File: src/rtl/ebc_dynwidth.sv
module ebc_dynwidth #(
  parameter int AW = 20,
  parameter int WW = 3,
  parameter logic [AW-1:0] INT_LO = 20'hF2000,
  parameter logic [AW-1:0] INT_HI = 20'hF9FFF
) (
  input  logic          clk,
  input  logic          rst_n,
  input  logic          ea_pin,
  input  logic          cfg_a,
  input  logic          cfg_b,
  input  logic          cfg_slow,
  input  logic          cfg_adv,
  input  logic [WW-1:0] cfg_waits,
  input  logic          width_pin,
  input  logic          req_valid,
  output logic          req_ready,
  input  logic [AW-1:0] req_addr,
  input  logic          req_write,
  input  logic          req_fetch,
  input  logic          req_word,
  input  logic [15:0]   req_wdata,
  output logic          int_sel,
  output logic          req_done,
  output logic [15:0]   rsp_rdata,
  output logic [15:0]   bus_ad_out,
  input  logic [15:0]   bus_ad_in,
  output logic          bus_ad_oe,
  output logic [AW-17:0] bus_addr_hi,
  output logic          bus_strobe,
  output logic          bus_rd_n,
  output logic          bus_wr_n,
  output logic          bus_bhe_n,
  output logic          bus_inst,
  output logic          bus_pins_oe,
  output logic          breq,
  input  logic          hold,
  output logic          hlda,
  output logic          cfg_err
);
  localparam int CW = WW + 2;

  typedef enum logic [1:0] {S_IDLE, S_ADDR, S_DATA, S_HELD} st_t;

  st_t           st;
  logic [CW-1:0] ph;
  logic [AW-1:0] a_addr;
  logic          a_wr, a_fetch, a_word;
  logic [15:0]   a_wdata;
  logic          hi_pend, wide, ea_q, done_q;
  logic [15:0]   rdata_q;

  logic [CW-1:0] dlen;
  logic          last, fix8, dyn, need_hi, req_int, accept, in_cyc;
  logic [AW-1:0] cur_addr;
  logic [7:0]    wbyte;

  assign dlen     = ((CW'(cfg_waits) + CW'(cfg_slow)) << 1) + CW'(2);
  assign last     = (st == S_DATA) && (ph == dlen - CW'(1));
  assign fix8     = !cfg_a && cfg_b;
  assign dyn      = cfg_a && cfg_b;
  assign cfg_err  = !cfg_a && !cfg_b;
  assign need_hi  = last && !wide && a_word && !hi_pend;
  assign req_int  = ea_q && (req_addr >= INT_LO) && (req_addr <= INT_HI);
  assign req_ready = !hold && ((st == S_IDLE) || (last && !need_hi && !req_int));
  assign accept   = req_ready && req_valid;
  assign int_sel  = accept && req_int;
  assign breq     = req_valid && !req_int;
  assign in_cyc   = (st == S_ADDR) || (st == S_DATA);
  assign cur_addr = hi_pend ? {a_addr[AW-1:1], 1'b1} :
                    a_word  ? {a_addr[AW-1:1], 1'b0} : a_addr;
  assign wbyte    = hi_pend ? a_wdata[15:8] : a_wdata[7:0];

  always_ff @(posedge clk) begin
    if (!rst_n) begin
      st      <= S_IDLE;
      ph      <= '0;
      ea_q    <= ea_pin;
      a_addr  <= '0;
      a_wr    <= 1'b0;
      a_fetch <= 1'b0;
      a_word  <= 1'b0;
      a_wdata <= '0;
      hi_pend <= 1'b0;
      wide    <= 1'b0;
      done_q  <= 1'b0;
      rdata_q <= '0;
    end else begin
      done_q <= 1'b0;
      if (accept) begin
        a_addr  <= req_addr;
        a_wr    <= req_write;
        a_fetch <= req_fetch;
        a_word  <= req_word;
        a_wdata <= req_wdata;
        hi_pend <= 1'b0;
        ph      <= '0;
      end
      case (st)
        S_IDLE: begin
          if (hold)
            st <= S_HELD;
          else if (accept) begin
            if (req_int) done_q <= 1'b1;
            else         st <= S_ADDR;
          end
        end
        S_ADDR: begin
          if (ph == CW'(1)) begin
            st   <= S_DATA;
            ph   <= '0;
            wide <= fix8 ? 1'b0 : (dyn ? width_pin : 1'b1);
          end else
            ph <= ph + CW'(1);
        end
        S_DATA: begin
          if (!last)
            ph <= ph + CW'(1);
          else begin
            if (!a_wr) begin
              if (wide)
                rdata_q <= a_word ? bus_ad_in
                                  : {8'h00, cur_addr[0] ? bus_ad_in[15:8] : bus_ad_in[7:0]};
              else if (hi_pend)
                rdata_q[15:8] <= bus_ad_in[7:0];
              else
                rdata_q <= {8'h00, bus_ad_in[7:0]};
            end
            if (need_hi) begin
              st      <= S_ADDR;
              ph      <= '0;
              hi_pend <= 1'b1;
            end else begin
              done_q <= 1'b1;
              if (hold)        st <= S_HELD;
              else if (accept) st <= S_ADDR;
              else begin
                st      <= S_IDLE;
                hi_pend <= 1'b0;
              end
            end
          end
        end
        default: begin
          if (!hold) st <= S_IDLE;
        end
      endcase
    end
  end

  assign req_done    = done_q;
  assign rsp_rdata   = rdata_q;
  assign hlda        = (st == S_HELD);
  assign bus_pins_oe = (st != S_HELD);
  assign bus_strobe  = cfg_adv ? !((st == S_ADDR) || (st == S_DATA && !last))
                               : ((st == S_ADDR) && (ph == '0));
  assign bus_rd_n    = !((st == S_DATA) && !a_wr);
  assign bus_wr_n    = !((st == S_DATA) && a_wr);
  assign bus_ad_oe   = (st == S_ADDR) || ((st == S_DATA) && a_wr);
  assign bus_ad_out  = (st == S_ADDR) ? cur_addr[15:0] :
                       (st == S_DATA) ? ((wide && a_word) ? a_wdata : {wbyte, wbyte}) : 16'h0000;
  assign bus_addr_hi = in_cyc ? cur_addr[AW-1:16] : '0;
  assign bus_bhe_n   = !(in_cyc && !fix8 && ((a_word && !hi_pend) || cur_addr[0]));
  assign bus_inst    = in_cyc && a_fetch && !a_wr;
endmodule


File: config.mk
export PLATFORM = sky130hd
export DESIGN_NAME = ebc_dynwidth
export DESIGN_NICKNAME = d
export VERILOG_FILES = /design/src/rtl/ebc_dynwidth.sv
export SDC_FILE = /design/constraint.sdc
export NUM_CORES = 1
export LEC_CHECK = 0
export ABC_CLOCK_PERIOD_IN_PS = 6000
export BUFFER_PORTS_ARGS = -buffer_cell sky130_fd_sc_hd__buf_2
export CAP_MARGIN = 20
export CORE_ASPECT_RATIO = 2
export CORE_UTILIZATION = 50
export CTS_CLUSTER_DIAMETER = 40
export DETAILED_ROUTE_END_ITERATION = 12
export GPL_ROUTABILITY_DRIVEN = 0
export PLACE_DENSITY = 0.9
export SETUP_SLACK_MARGIN = 0.2
export SYNTH_ARGS = -nofsm -noshare
export SYNTH_HDL_FRONTEND = slang
export SYNTH_SLANG_ARGS = --single-unit
File: constraint.sdc
create_clock -name clk -period 6 [get_ports clk]
set_input_delay 0.6 -clock clk [delete_from_list [all_inputs] [get_ports clk]]
set_output_delay 0.6 -clock clk [all_outputs]
set_load 0.05 [all_outputs]
# == Word-level counts from Yosys, hierarchy flattened ==
# Cells that the tools add are included.
# word_totals
reg_bits,66
in_bits,68
output_inout_bits,49
word_cells,124
# classes
add_sub_neg,4
order_cmp,2
eq_ne,12
n_mux,42
bitwise,1
reduce_logical,50
# op_table
operator,n
16-bit two-way mux,5
8-bit two-way mux,4
1-bit logical AND,25
"20-bit >= comparator, second input constant",1
"20-bit less-or-equal comparator, second input constant",1
5-bit two-way mux,4
1-bit two-way mux,17
2-bit two-way mux,8
1-bit zero test,14
5-bit case mux with 2 select lines,1
"2-bit inequality test, second input constant",3
"3-bit inequality test, second input constant",2
2-bit case mux with 3 select lines,1
"5-bit by 1-bit adder with 5-bit output, second input constant",1
"5-bit by 2-bit adder with 5-bit output, second input constant",1
"5-bit by 1-bit equality test with 1-bit output, second input constant",1
5-bit equality test,1
5-bit zero test,1
1-bit logical OR,5
5-bit AND reduction,1
"5-bit by 1-bit subtractor with 5-bit output, second input constant",1
3-bit by 1-bit adder with 4-bit output,1
"2-bit equality test, second input constant",2
4-bit two-way mux,1
9 further kinds,9

# == Logic depth before layout (Yosys ltp) ==
# depth
depth_word,20
mapped_depth,9
mapped_depth_nobuf,7

# == Worst setup path after synthesis ==
# Ideal clock, no wire load.
# synth_timing
path_kind,in2out
start,input cfg_slow
end,output bus_strobe
arrival_ps,2833
path_slack_ps,2567
cell_stages,7
path_cell_list,ha_1 > ha_1 > xnor2_2 > o2111ai_2 > o21ai_0 > nand2_1 > o21ai_0
# synth_between
elab_chain_cells,10
# synth_lines
item,line,source
from (decl),12,"input logic cfg_slow,"
3-bit by 1-bit adder with 4-bit output,58,assign dlen = ((CW'(cfg_waits) + CW'(cfg_slow)) << 1) + CW'(2);
5-bit by 2-bit adder with 5-bit output,58,
5-bit by 1-bit subtractor with 5-bit output,59,assign last = (st == S_DATA) && (ph == dlen - CW'(1));
5-bit equality test,59,
1-bit logical AND,59,
1-bit zero test,155,assign bus_strobe = cfg_adv ? !((st == S_ADDR) || (st == S_DATA && !last))
1-bit logical AND,155,
1-bit logical OR,155,
1-bit zero test,155,
1-bit two-way mux,155,
to (decl),30,"output logic bus_strobe,"
# Every way passes these cells.

# == Worst setup path after layout ==
# layout_timing
start,input cfg_slow
end,output req_ready
# layout_between
elab_chain_cells,13
# layout_lines
item,line,source
3-bit by 1-bit adder with 4-bit output *,58,
5-bit by 2-bit adder with 5-bit output *,58,
5-bit by 1-bit subtractor with 5-bit output *,59,
5-bit equality test *,59,
1-bit logical AND *,59,
1-bit logical AND (3 in a row),63,assign need_hi = last && !wide && a_word && !hi_pend;
1-bit zero test,65,assign req_ready = !hold && ((st == S_IDLE) || (last && !need_hi && !req_int));
1-bit logical AND * (2 in a row),65,
1-bit logical OR *,65,
1-bit logical AND *,65,
to (decl),17,"output logic req_ready,"
# Mark *: on every way between the ends. The rest lies on a longest branch, timed or not.

==> impl_metrics.env <==
export IMPL_fillers=604
export IMPL_status="complete, no violations"
export IMPL_path_class="input pin to output pin"
export IMPL_grt_pass1_wl_um=15400
export IMPL_p_comb_frac=0.336
export IMPL_hold_depth=1
export IMPL_finalNetCount=616
export IMPL_syn_avg_cell_area_um2=8.29
export IMPL_cts_buffers=9
export IMPL_portBuffers=116
export IMPL_dp_hpwl_um=7370
export IMPL_grt_overflow=0
export IMPL_arrival_ns=2.59
export IMPL_cts_clk_slew_worst_paths_ns=0.06
export IMPL_clockBufferDepth=2
export IMPL_drt_iter0_drc=207
export IMPL_power_uw=1640
export IMPL_cts_hold_buffers=0
export IMPL_max_cap_violations=0
export IMPL_yosysWarnings=0
export IMPL_firstDrtPassIters=5
export IMPL_fp_coreArea_um2=6990
export IMPL_hp_class="input pin to register"
export IMPL_reg2reg_depth=8
export IMPL_cellPowerDensity_nw_per_um2=359
export IMPL_synthArstFlopShare=0
export IMPL_fmax_mhz=314
export IMPL_fp_row_count=43
export IMPL_yosysTopAreaCell="dfxtp_1"
export IMPL_p_sw_frac=0.372
export IMPL_drcViolationCount=0
export IMPL_skew_ns=0.00860
export IMPL_hold_slack_ns=0.441
export IMPL_hold_viol_final=0
export IMPL_clock_latency_ns=0.33
export IMPL_via_per_inst=5.50
export IMPL_critPathLaunchType="input pin"
export IMPL_die_x_um=62.2
export IMPL_synth_seq_area_share=0.368
export IMPL_synthesis_nets=514
export IMPL_pre_cts_ws_ns=2.55
export IMPL_root_buffer="clkbuf_16"
export IMPL_ys_flop_type="dfxtp_1"
export IMPL_ant_nets=0
export IMPL_rr_endpoint="a_wdata[9]$_SDFFE_PN0P_"
export IMPL_min_to="ea_q$_DFFE_PN_"
export IMPL_post_cts_buffers=0
export IMPL_worst_setup_path_end_kind="output pin"
export IMPL_grt_pass1_vias=3418
export IMPL_min_period_ns=3.19
export IMPL_area_growth_syn_to_layout_pct=25.9
export IMPL_tightest_slew_ns=0.919
export IMPL_antenna_found_initial=0
export IMPL_rsz0062_at_grt="no"
export IMPL_rrSetupSlack_ns=3.15
export IMPL_path_max_fanout=7
export IMPL_post_cts_resize_count=0
export IMPL_grt_max_degree=86
export IMPL_vias=3484
export IMPL_yosys_area_top_type_share=0.359
export IMPL_grt_use_total=0.263
export IMPL_syn_inst=437
export IMPL_setup_viol=0
export IMPL_wirelength_um=9650
export IMPL_synth_area_leaders="dfxtp_1 (36%), mux2i_1 (14%), nand2_1 (11%)"
export IMPL_clkPwrFrac=0.348
export IMPL_cts_htree_levels=3
export IMPL_n_antenna_cell=0
export IMPL_pwr_share_seq=0.316
export IMPL_vdd_ir_drop_max_mv=0.228
export IMPL_avgRoutedWirePerCell_um=15.2
export IMPL_start_util=0.518
export IMPL_maxSlewHeadroom=0.384
export IMPL_numClockSinks=66
export IMPL_p_leak_uw=0.00196
export IMPL_tns_ns=0
export IMPL_drive_gt1_frac=0.274
export IMPL_slew_viol_final=0
export IMPL_hp_start="ea_pin"
export IMPL_io_pins=117
export IMPL_cts_tree="built"
export IMPL_dieHeight_um=122
export IMPL_p_int_uw=1030
export IMPL_synth_seq_cells=66
export IMPL_p_switching_uw=608
export IMPL_r2r_start="st[0]$_SDFFE_PN0P_"
export IMPL_syn_area_um2=3620
export IMPL_fin_ws_ns=2.81
export IMPL_worstPathRequired_ns=5.40
export IMPL_synth_edff_count=1
export IMPL_post_route_period_util=0.531
export IMPL_yosysUniqueCellTypes=50
export IMPL_dieArea_um2=7610
==> cell families (layout without fill, tap and decap cells) <==
group                      count (synthesis)  in the layout  synth area share
muxes                                     58             58             0.163
and+or+nand+nor                          176            176             0.215
buffers and inverters                     43            150            0.0487
AOI/OAI and AO/OA                         80             80             0.157
DFF                                       66             66             0.368
xor gates and xnor gates                   5              5            0.0183
adders and majority gates                  9              9            0.0311
==> metal layers <==
metal  up-vias  wire length [um]  GRT usage
met4         0               259      0.147
li1       1730                 -          -
met2       136              5530      0.520
met3        17               502     0.0558
met5         -                 0          0
met1      1601              3360      0.244
==> placed cells by master, fill, tap and decap left out, types with 7 or more instances in the layout <==
| cell | n |
|---|---|
| nor2_1 | 40 |
| a21oi_1 | 7 |
| clkbuf_16 | 9 |
| buf_2 | 116 |
| ha_1 | 9 |
| o31ai_1 | 16 |
| mux2i_1 | 51 |
| dfxtp_1 | 65 |
| inv_1 | 14 |
| a211oi_1 | 16 |
| o21ai_0 | 14 |
| nand2_1 | 102 |
| a22oi_1 | 9 |
| mux2_2 | 7 |
==> flip-flops by register name, indices dropped and copies added, names as in the netlist <==
register / cells
a_fetch: 1
rsp_rdata: 16
a_wr: 1
a_addr: 20
hi_pend: 1
a_word: 1
a_wdata: 16
req_done: 1
st: 2
wide: 1
ph: 5
ea_q: 1
==> area by class of cell <==
class                           instances  area (um2)  share of cell area
Multi-Input combinational cell        328        2130               0.466
Timing Repair Buffer                  120         611               0.134
Clock buffer                           10         239              0.0524
Tap cell                               90         113              0.0247
Inverter                               14        52.6              0.0115
Sequential cell                        66        1330               0.292
Clock inverter                          6        90.1              0.0197
==> worst max-delay path: stages <==
cell and delay, ns:
buf_2 0.10, ha_1 0.22, ha_1 0.19, xor3_1 0.50, nor3_1 0.31, and2_1 0.19
nand2_1 0.06, a21oi_1 0.14, buf_2 0.28
==> cells in the mapped netlist, types with 2 or more instances <==
| master | number |
|---|---|
| ha_1 | 9 |
| inv_1 | 14 |
| o22ai_1 | 3 |
| nand2_1 | 102 |
| o21ai_0 | 14 |
| nor3_1 | 2 |
| buf_2 | 3 |
| nor3b_1 | 2 |
| a211oi_1 | 16 |
| nand3_1 | 4 |
| mux2_2 | 7 |
| dfxtp_1 | 65 |
| nor2b_1 | 3 |
| or4b_1 | 2 |
| mux2i_1 | 51 |
| o21ai_1 | 3 |
| nor2_1 | 40 |
| o311ai_0 | 2 |
| a21oi_1 | 7 |
| o31ai_1 | 16 |
| buf_1 | 2 |
| xnor2_1 | 3 |
| and4_1 | 2 |
| nand2b_1 | 4 |
| and2_1 | 6 |
| clkbuf_1 | 22 |
| or3_1 | 2 |
| a22oi_1 | 9 |
==> power by group through the flow <==
stage	Sequential (uW)	Combinational (uW)	Clock [uW]
2_1_floorplan	519	412	0
3_3_place_gp	523	534	0
3_5_place_dp	526	547	0
4_1_cts	517	550	578
5_1_grt	522	590	595
6_report	516	550	569
==> stage by stage <==
| stage | util | cell area [um2] | cells |
|---|---|---|---|
| after floorplan | - | 3620 | 437 |
| after global placement | 0.605 | 4230 | 618 |
| after detailed placement | 0.605 | 4230 | 618 |
| after CTS | 0.652 | 4560 | 634 |
| after global routing | 0.652 | 4560 | 634 |
| final | 0.652 | 4560 | 634 |
==> worst max-delay path by stage <==
stage,startpoint,end,slack (ns),cells past startpoint
floorplan,cfg_slow,bus_strobe,2.57,7
global placement,cfg_slow,a_wr$_SDFFE_PN0P_,2.69,9
detailed placement,cfg_slow,a_wdata[0]$_SDFFE_PN0P_,2.55,9
CTS,cfg_slow,req_ready,2.85,9
global route,cfg_slow,a_wdata[0]$_SDFFE_PN0P_,2.66,9
finish,cfg_slow,req_ready,2.81,9
Note: power is estimated with default switching activity, not from simulation.
